$ cat config.mk
export PLATFORM = sky130hd
export DESIGN_NAME = oc_pulse_timer
export DESIGN_NICKNAME = d
export VERILOG_FILES = /design/src/rtl/oc_timer_pkg.sv /design/src/rtl/oc_timebase.sv /design/src/rtl/oc_match.sv /design/src/rtl/oc_pin_unit.sv /design/src/rtl/oc_pulse_timer.sv
export SDC_FILE = /design/constraint.sdc
export NUM_CORES = 1
export LEC_CHECK = 0
export CAP_MARGIN = 5
export CORE_AREA = 3 3 191 193
export CTS_CLUSTER_SIZE = 24
export DETAILED_ROUTE_END_ITERATION = 16
export DIE_AREA = 0 0 194 196
export GPL_ROUTABILITY_DRIVEN = 1
export HOLD_SLACK_MARGIN = 0.1
export PLACE_DENSITY = 0.48
export SYNTH_ARGS = -nofsm -noshare
export SYNTH_HDL_FRONTEND = slang
export SYNTH_SLANG_ARGS = --single-unit
$ cat constraint.sdc
create_clock -name clk_i -period 9.81 [get_ports clk_i]
set_input_delay 0.981 -clock clk_i [delete_from_list [all_inputs] [get_ports clk_i]]
set_output_delay 0.981 -clock clk_i [all_outputs]
set_load 0.05 [all_outputs]
$ cat src/rtl/oc_timer_pkg.sv
package oc_timer_pkg;
  typedef enum logic [1:0] {
    PA_NONE   = 2'b00,
    PA_TOGGLE = 2'b01,
    PA_LOW    = 2'b10,
    PA_HIGH   = 2'b11
  } pin_act_e;

  localparam int unsigned A_SEL   = 0;
  localparam int unsigned A_CTRL  = 1;
  localparam int unsigned A_MASK  = 3;
  localparam int unsigned A_MDATA = 4;
  localparam int unsigned A_IE    = 5;
  localparam int unsigned A_FLAG  = 6;
  localparam int unsigned A_SYS1  = 7;
  localparam int unsigned A_SYS2  = 8;
  localparam int unsigned A_CMP   = 16;
  localparam int unsigned EN_BIT  = 7;
endpackage

$ cat src/rtl/oc_timebase.sv
module oc_timebase #(
  parameter int unsigned CW  = 16,
  parameter int unsigned PSW = 3
) (
  input  logic           clk_i,
  input  logic           rst_ni,
  input  logic           en_i,
  input  logic [PSW-1:0] psc_i,
  output logic           tick_o,
  output logic [CW-1:0]  cnt_o,
  output logic [CW-1:0]  cnt_nxt_o
);
  localparam int unsigned PCW = (1 << PSW) - 1;

  logic [PCW-1:0] pre_q, pre_mask;
  logic [CW-1:0]  cnt_q;

  assign pre_mask  = (PCW'(1) << psc_i) - PCW'(1);
  assign tick_o    = en_i && ((pre_q & pre_mask) == pre_mask);
  assign cnt_nxt_o = cnt_q + CW'(1);
  assign cnt_o     = cnt_q;

  always_ff @(posedge clk_i or negedge rst_ni) begin
    if (!rst_ni) begin
      pre_q <= '0;
      cnt_q <= '0;
    end else begin
      if (en_i)   pre_q <= pre_q + PCW'(1);
      if (tick_o) cnt_q <= cnt_nxt_o;
    end
  end
endmodule

$ cat src/rtl/oc_match.sv
module oc_match #(
  parameter int unsigned CW = 16
) (
  input  logic          tick_i,
  input  logic          oc_i,
  input  logic [CW-1:0] cnt_nxt_i,
  input  logic [CW-1:0] cmp_i,
  output logic          hit_o
);
  // compare against the value the counter takes on this tick
  assign hit_o = tick_i && oc_i && (cnt_nxt_i == cmp_i);
endmodule

$ cat src/rtl/oc_pin_unit.sv
module oc_pin_unit
  import oc_timer_pkg::*;
#(
  parameter int unsigned NCH = 8
) (
  input  logic                clk_i,
  input  logic                rst_ni,
  input  logic [NCH-1:0]      hit_i,
  input  logic [NCH-1:0][1:0] act_i,
  input  logic [NCH-1:0]      mask_i,
  input  logic [NCH-1:0]      mdata_i,
  output logic [NCH-1:0]      pin_o
);
  localparam int unsigned MST = NCH - 1;

  logic [NCH-1:0] pin_q, pin_d;

  for (genvar i = 0; i < NCH; i++) begin : g_pin
    always_comb begin
      pin_d[i] = pin_q[i];
      if (hit_i[i]) begin
        unique case (pin_act_e'(act_i[i]))
          PA_TOGGLE: pin_d[i] = ~pin_q[i];
          PA_LOW:    pin_d[i] = 1'b0;
          PA_HIGH:   pin_d[i] = 1'b1;
          default:   pin_d[i] = pin_q[i];
        endcase
      end
      // master override has priority
      if (hit_i[MST] && mask_i[i]) pin_d[i] = mdata_i[i];
    end
  end

  always_ff @(posedge clk_i or negedge rst_ni) begin
    if (!rst_ni) pin_q <= '0;
    else         pin_q <= pin_d;
  end

  assign pin_o = pin_q;
endmodule

$ cat src/rtl/oc_pulse_timer.sv
module oc_pulse_timer
  import oc_timer_pkg::*;
#(
  parameter int unsigned NCH = 8,
  parameter int unsigned CW  = 16,
  parameter int unsigned AW  = 5,
  parameter int unsigned DW  = 16,
  parameter int unsigned PSW = 3
) (
  input  logic          clk_i,
  input  logic          rst_ni,
  input  logic          wr_en_i,
  input  logic [AW-1:0] wr_addr_i,
  input  logic [DW-1:0] wr_data_i,
  output logic [CW-1:0] cnt_o,
  output logic [NCH-1:0] flag_o,
  output logic [NCH-1:0] irq_o,
  output logic [NCH-1:0] pin_o
);
  localparam int unsigned NCTRL = NCH / 4;
  localparam logic [AW-1:0] ADR_SEL   = AW'(A_SEL);
  localparam logic [AW-1:0] ADR_MASK  = AW'(A_MASK);
  localparam logic [AW-1:0] ADR_MDATA = AW'(A_MDATA);
  localparam logic [AW-1:0] ADR_IE    = AW'(A_IE);
  localparam logic [AW-1:0] ADR_FLAG  = AW'(A_FLAG);
  localparam logic [AW-1:0] ADR_SYS1  = AW'(A_SYS1);
  localparam logic [AW-1:0] ADR_SYS2  = AW'(A_SYS2);

  logic [NCH-1:0]         sel_q, mask_q, mdata_q, ie_q, flag_q, hit, clr;
  logic [NCH-1:0][1:0]    act_q;
  logic [NCH-1:0][CW-1:0] cmp_q;
  logic                   en_q, tick;
  logic [PSW-1:0]         psc_q;
  logic [CW-1:0]          cnt_nxt;

  always_ff @(posedge clk_i or negedge rst_ni) begin
    if (!rst_ni) begin
      sel_q   <= '0;
      mask_q  <= '0;
      mdata_q <= '0;
      ie_q    <= '0;
      act_q   <= '0;
      cmp_q   <= '0;
      en_q    <= 1'b0;
      psc_q   <= '0;
    end else if (wr_en_i) begin
      if (wr_addr_i == ADR_SEL)   sel_q   <= wr_data_i[NCH-1:0];
      if (wr_addr_i == ADR_MASK)  mask_q  <= wr_data_i[NCH-1:0];
      if (wr_addr_i == ADR_MDATA) mdata_q <= wr_data_i[NCH-1:0];
      if (wr_addr_i == ADR_IE)    ie_q    <= wr_data_i[NCH-1:0];
      if (wr_addr_i == ADR_SYS1)  en_q    <= wr_data_i[EN_BIT];
      if (wr_addr_i == ADR_SYS2)  psc_q   <= wr_data_i[PSW-1:0];
      for (int c = 0; c < NCH; c++) begin
        if (wr_addr_i == AW'(A_CTRL + (NCTRL - 1 - c / 4)))
          act_q[c] <= wr_data_i[2*(c%4) +: 2];
        if (wr_addr_i == AW'(A_CMP + c))
          cmp_q[c] <= wr_data_i[CW-1:0];
      end
    end
  end

  assign clr = (wr_en_i && wr_addr_i == ADR_FLAG) ? wr_data_i[NCH-1:0] : '0;

  // set beats clear
  always_ff @(posedge clk_i or negedge rst_ni) begin
    if (!rst_ni) flag_q <= '0;
    else         flag_q <= (flag_q & ~clr) | hit;
  end

  oc_timebase #(.CW(CW), .PSW(PSW)) u_tb (
    .clk_i     (clk_i),
    .rst_ni    (rst_ni),
    .en_i      (en_q),
    .psc_i     (psc_q),
    .tick_o    (tick),
    .cnt_o     (cnt_o),
    .cnt_nxt_o (cnt_nxt)
  );

  for (genvar c = 0; c < NCH; c++) begin : g_ch
    oc_match #(.CW(CW)) u_match (
      .tick_i    (tick),
      .oc_i      (sel_q[c]),
      .cnt_nxt_i (cnt_nxt),
      .cmp_i     (cmp_q[c]),
      .hit_o     (hit[c])
    );
  end

  oc_pin_unit #(.NCH(NCH)) u_pins (
    .clk_i   (clk_i),
    .rst_ni  (rst_ni),
    .hit_i   (hit),
    .act_i   (act_q),
    .mask_i  (mask_q),
    .mdata_i (mdata_q),
    .pin_o   (pin_o)
  );

  assign flag_o = flag_q;
  assign irq_o  = flag_q & ie_q;
endmodule

==> impl_metrics.tcl <==
set metrics [dict create \
    status "completed" \
    drv_slew 0 \
    syn_area_mm2 0.0122 \
    p_clk_share_pct 34.4 \
    avgViaCountPerCell 5.42 \
    chipHeight_um 196 \
    rsz0062_at_grt "no" \
    cts_setup_buffers 0 \
    num-fill-cells 3348 \
    io_pins 64 \
    synth-edff-count 0 \
    fin_nets 1138 \
    critical-path-max-stage-delay_ns 0.89 \
    drv_cap 0 \
    crit_path_end_kind "flip-flop" \
    grt_pass1_wl_mm 58.0 \
    path_max_fanout 14 \
    final_common_cell "dfrtp_1" \
    hold_class "input pin to asynchronous set/reset pin" \
    area.sequential_mm2 0.00548 \
    reg2reg_to "u_pins.pin_o[3]" \
    cp_data_arrival_time_ns 5.01 \
    finalCriticalPeriod_ns 4.58 \
    cts_tree "done" \
    worst_slew_pin_slew_ns 1.10 \
    core_area_mm2 0.0347 \
    fmax_mhz 218 \
    initial_core_util_pct 35.2 \
    die_area_mm2 0.0380 \
    power_density_mw_per_mm2 208 \
    worstSetupPathDepth 9 \
    clk_latency_ns 0.53 \
    synth_seq_cells 219 \
    vias 8568 \
    async_flop_share_pct 100 \
    h-tree-depth 1 \
    max_slew_margin_pct 26.4 \
    post-route-period-util_pct 46.7 \
    seqPwrFrac_pct 41.8 \
    synth_area_leaders "dfrtp_1 (45%), mux2_2 (17%), xnor2_1 (6.7%)" \
    track_usage_pct 20.0 \
    layout_common_cells "dfrtp_1 (219), mux2_2 (180), xnor2_1 (94)" \
    drtAntennaViolNets 0 \
    cts_resized 0 \
    setup_viol 0 \
    yosysTopAreaCell "dfrtp_1" \
    reg2reg_depth 9 \
    worstReg2RegStart "u_tb.cnt_o[0]" \
    portBuffers 63 \
    pwr-share-comb_pct 23.8 \
    syn-num-nets 1085 \
    finalNonFillerCells 1582 \
    hpwlAfterDp_mm 26.8 \
    fp-row-count 68 \
    ys_seq_area_share_pct 44.8 \
    gp_congestion 0.863 \
    synthToLayoutAreaGrowth_pct 16.7 \
    critPathSlowestCell "a2111oi_0" \
    antenna_found_initial 0 \
    p_leak_nw 5.97 \
    switchingPower_w 0.000936 \
    drc 0 \
    cp-start-kind "flip-flop" \
    yosysTopAreaCellShare_pct 44.8 \
    setup_tns_ns 0 \
    crit_buf_inv 0 \
    startpoint "u_tb.cnt_o[0]" \
    cts.sinks 219 \
    clock-root-buffer "clkbuf_16" \
    synth_cell_types 79 \
    crit_chain "ha_1, nand2_1, nor3_1, xnor2_1, xnor2_1, a2111oi_0, a31o_2, a22oi_1, a31o_2" \
    p_int_w 0.00204 \
    syn_inst 1054 \
    skew_ns 0.0109 \
    cts_made_buffers 27 \
    synth_ff_type "dfrtp_1" \
    finalHoldViolCount 0 \
    drt_first_iter_violations 603 \
    cp_top_family "compound AO/OA/AOI/OAI gates" \
    multi_input_area_mm2 0.00646 \
    crit_type "flip-flop to flip-flop" \
    required_ns 10.24 \
    drt-total-wl_mm 38.5 \
    drive_gt1_share_pct 24.1 \
    dr.pass1.iters 5 \
    grt_pass1_vias 8552 \
    ys_warn_count 0 \
    grt_max_degree 88 \
    swShare_pct 31.5 \
    dp_cells 1533 \
    overflow 0 \
    avgSynthCellArea_um2 11.6 \
    critical_path.endpoint "u_pins.pin_o[3]" \
    die_w_um 194 \
    wire_per_inst_um 24.4 \
    cts_buffer_depth 3 \
    clkTransAtPathRegs_ns 0.06 \
    rrSetupSlack_ns 5.23 \
    cts_hold_buf 0 \
    peakVddDrop_mv 0.121 \
]
-- metal layers --
metal  vias to the layer above  global-route usage, %  wire length (um)
li1                       3918                      -                 -
met1                      4353                   30.4             18600
met2                       255                   30.5             17100
met3                        42                   2.71              2040
met4                         0                   4.15               737
met5                         -                      0                 0
-- synth_stat cells (all sizes together), types with 4 or more instances --
library cell	number
dfrtp	219
mux2	180
xnor2	95
nand2	74
clkbuf	37
nor2	33
xnor3	29
nand3	28
xor2	28
nor3	24
o21ai	24
nand4	21
buf	20
inv	20
a21oi	19
nor4	18
and2	17
nand2b	16
or3	11
nor2b	9
o211ai	9
a2111oi	8
and3	8
o221ai	8
ha	7
a21o	5
nand3b	5
nor3b	5
o2111ai	5
or4	5
a31oi	4
a32oi	4
o21a	4
-- sequential cells by signal, indices dropped and copies added (netlist names) --
signal        cells
flag_o            8
u_tb.cnt_o       16
mask_q            8
u_pins.pin_o      8
mdata_q           8
ie_q              8
u_tb.pre_q        7
act_q            16
psc_q             3
en_q              1
cmp_q           128
sel_q             8
-- layout make-up --
class	count	share of cell area (%)
Timing Repair Buffer	81	5.40
Multi-Input combinational cell	758	45.3
Clock buffer	31	5.12
Inverter	20	0.526
Clock inverter	17	1.27
Sequential cell	219	38.4
Tap cell	455	3.99
Antenna cell	1	0.0175
-- worst min-delay path by stage --
stage / end / slack (ns)
2_1_floorplan: u_tb.pre_q[5] / 0.45
4_1_cts: cmp_q[3] / 0.49
3_5_place_dp: flag_o[0] / 0.48
3_3_place_gp: u_tb.pre_q[6] / 0.48
5_1_grt: u_tb.cnt_o[3] / 0.50
6_report: u_tb.cnt_o[3] / 0.44
-- logic make-up after synthesis --
kind of cell / synth area share (%)
xor gates and xnor gates: 14.2
buffers and inverters: 2.62
adders and majority gates: 0.880
and+or+nand+nor: 13.5
muxes: 16.7
DFF: 44.8
AOI/OAI and AO/OA: 7.38
-- power by group through the flow --
stage	combinational, W	sequential [W]	clock (W)
after CTS	0.000714	0.00124	0.00105
after global placement	0.000704	0.00125	0
after detailed placement	0.000710	0.00126	0
after floorplan	0.000504	0.00122	0
final	0.000709	0.00124	0.00102
after global routing	0.000769	0.00127	0.00109
-- through the flow --
stage | power (W) | util [%] | setup WS, ns | cell area, um^2 | hold slack [ns]
after detailed placement | 0.00196 | 38.5 | 5.29 | 13400 | 0.480
final | 0.00297 | 41.1 | 5.23 | 14300 | 0.437
after CTS | 0.00301 | 41.1 | 5.27 | 14300 | 0.493
after global routing | 0.00312 | 41.1 | 5.02 | 14300 | 0.500
after global placement | 0.00196 | 38.5 | 5.46 | 13400 | 0.481
after floorplan | 0.00172 | - | 6.30 | 12200 | 0.455
(Power assumes the default switching activity.)
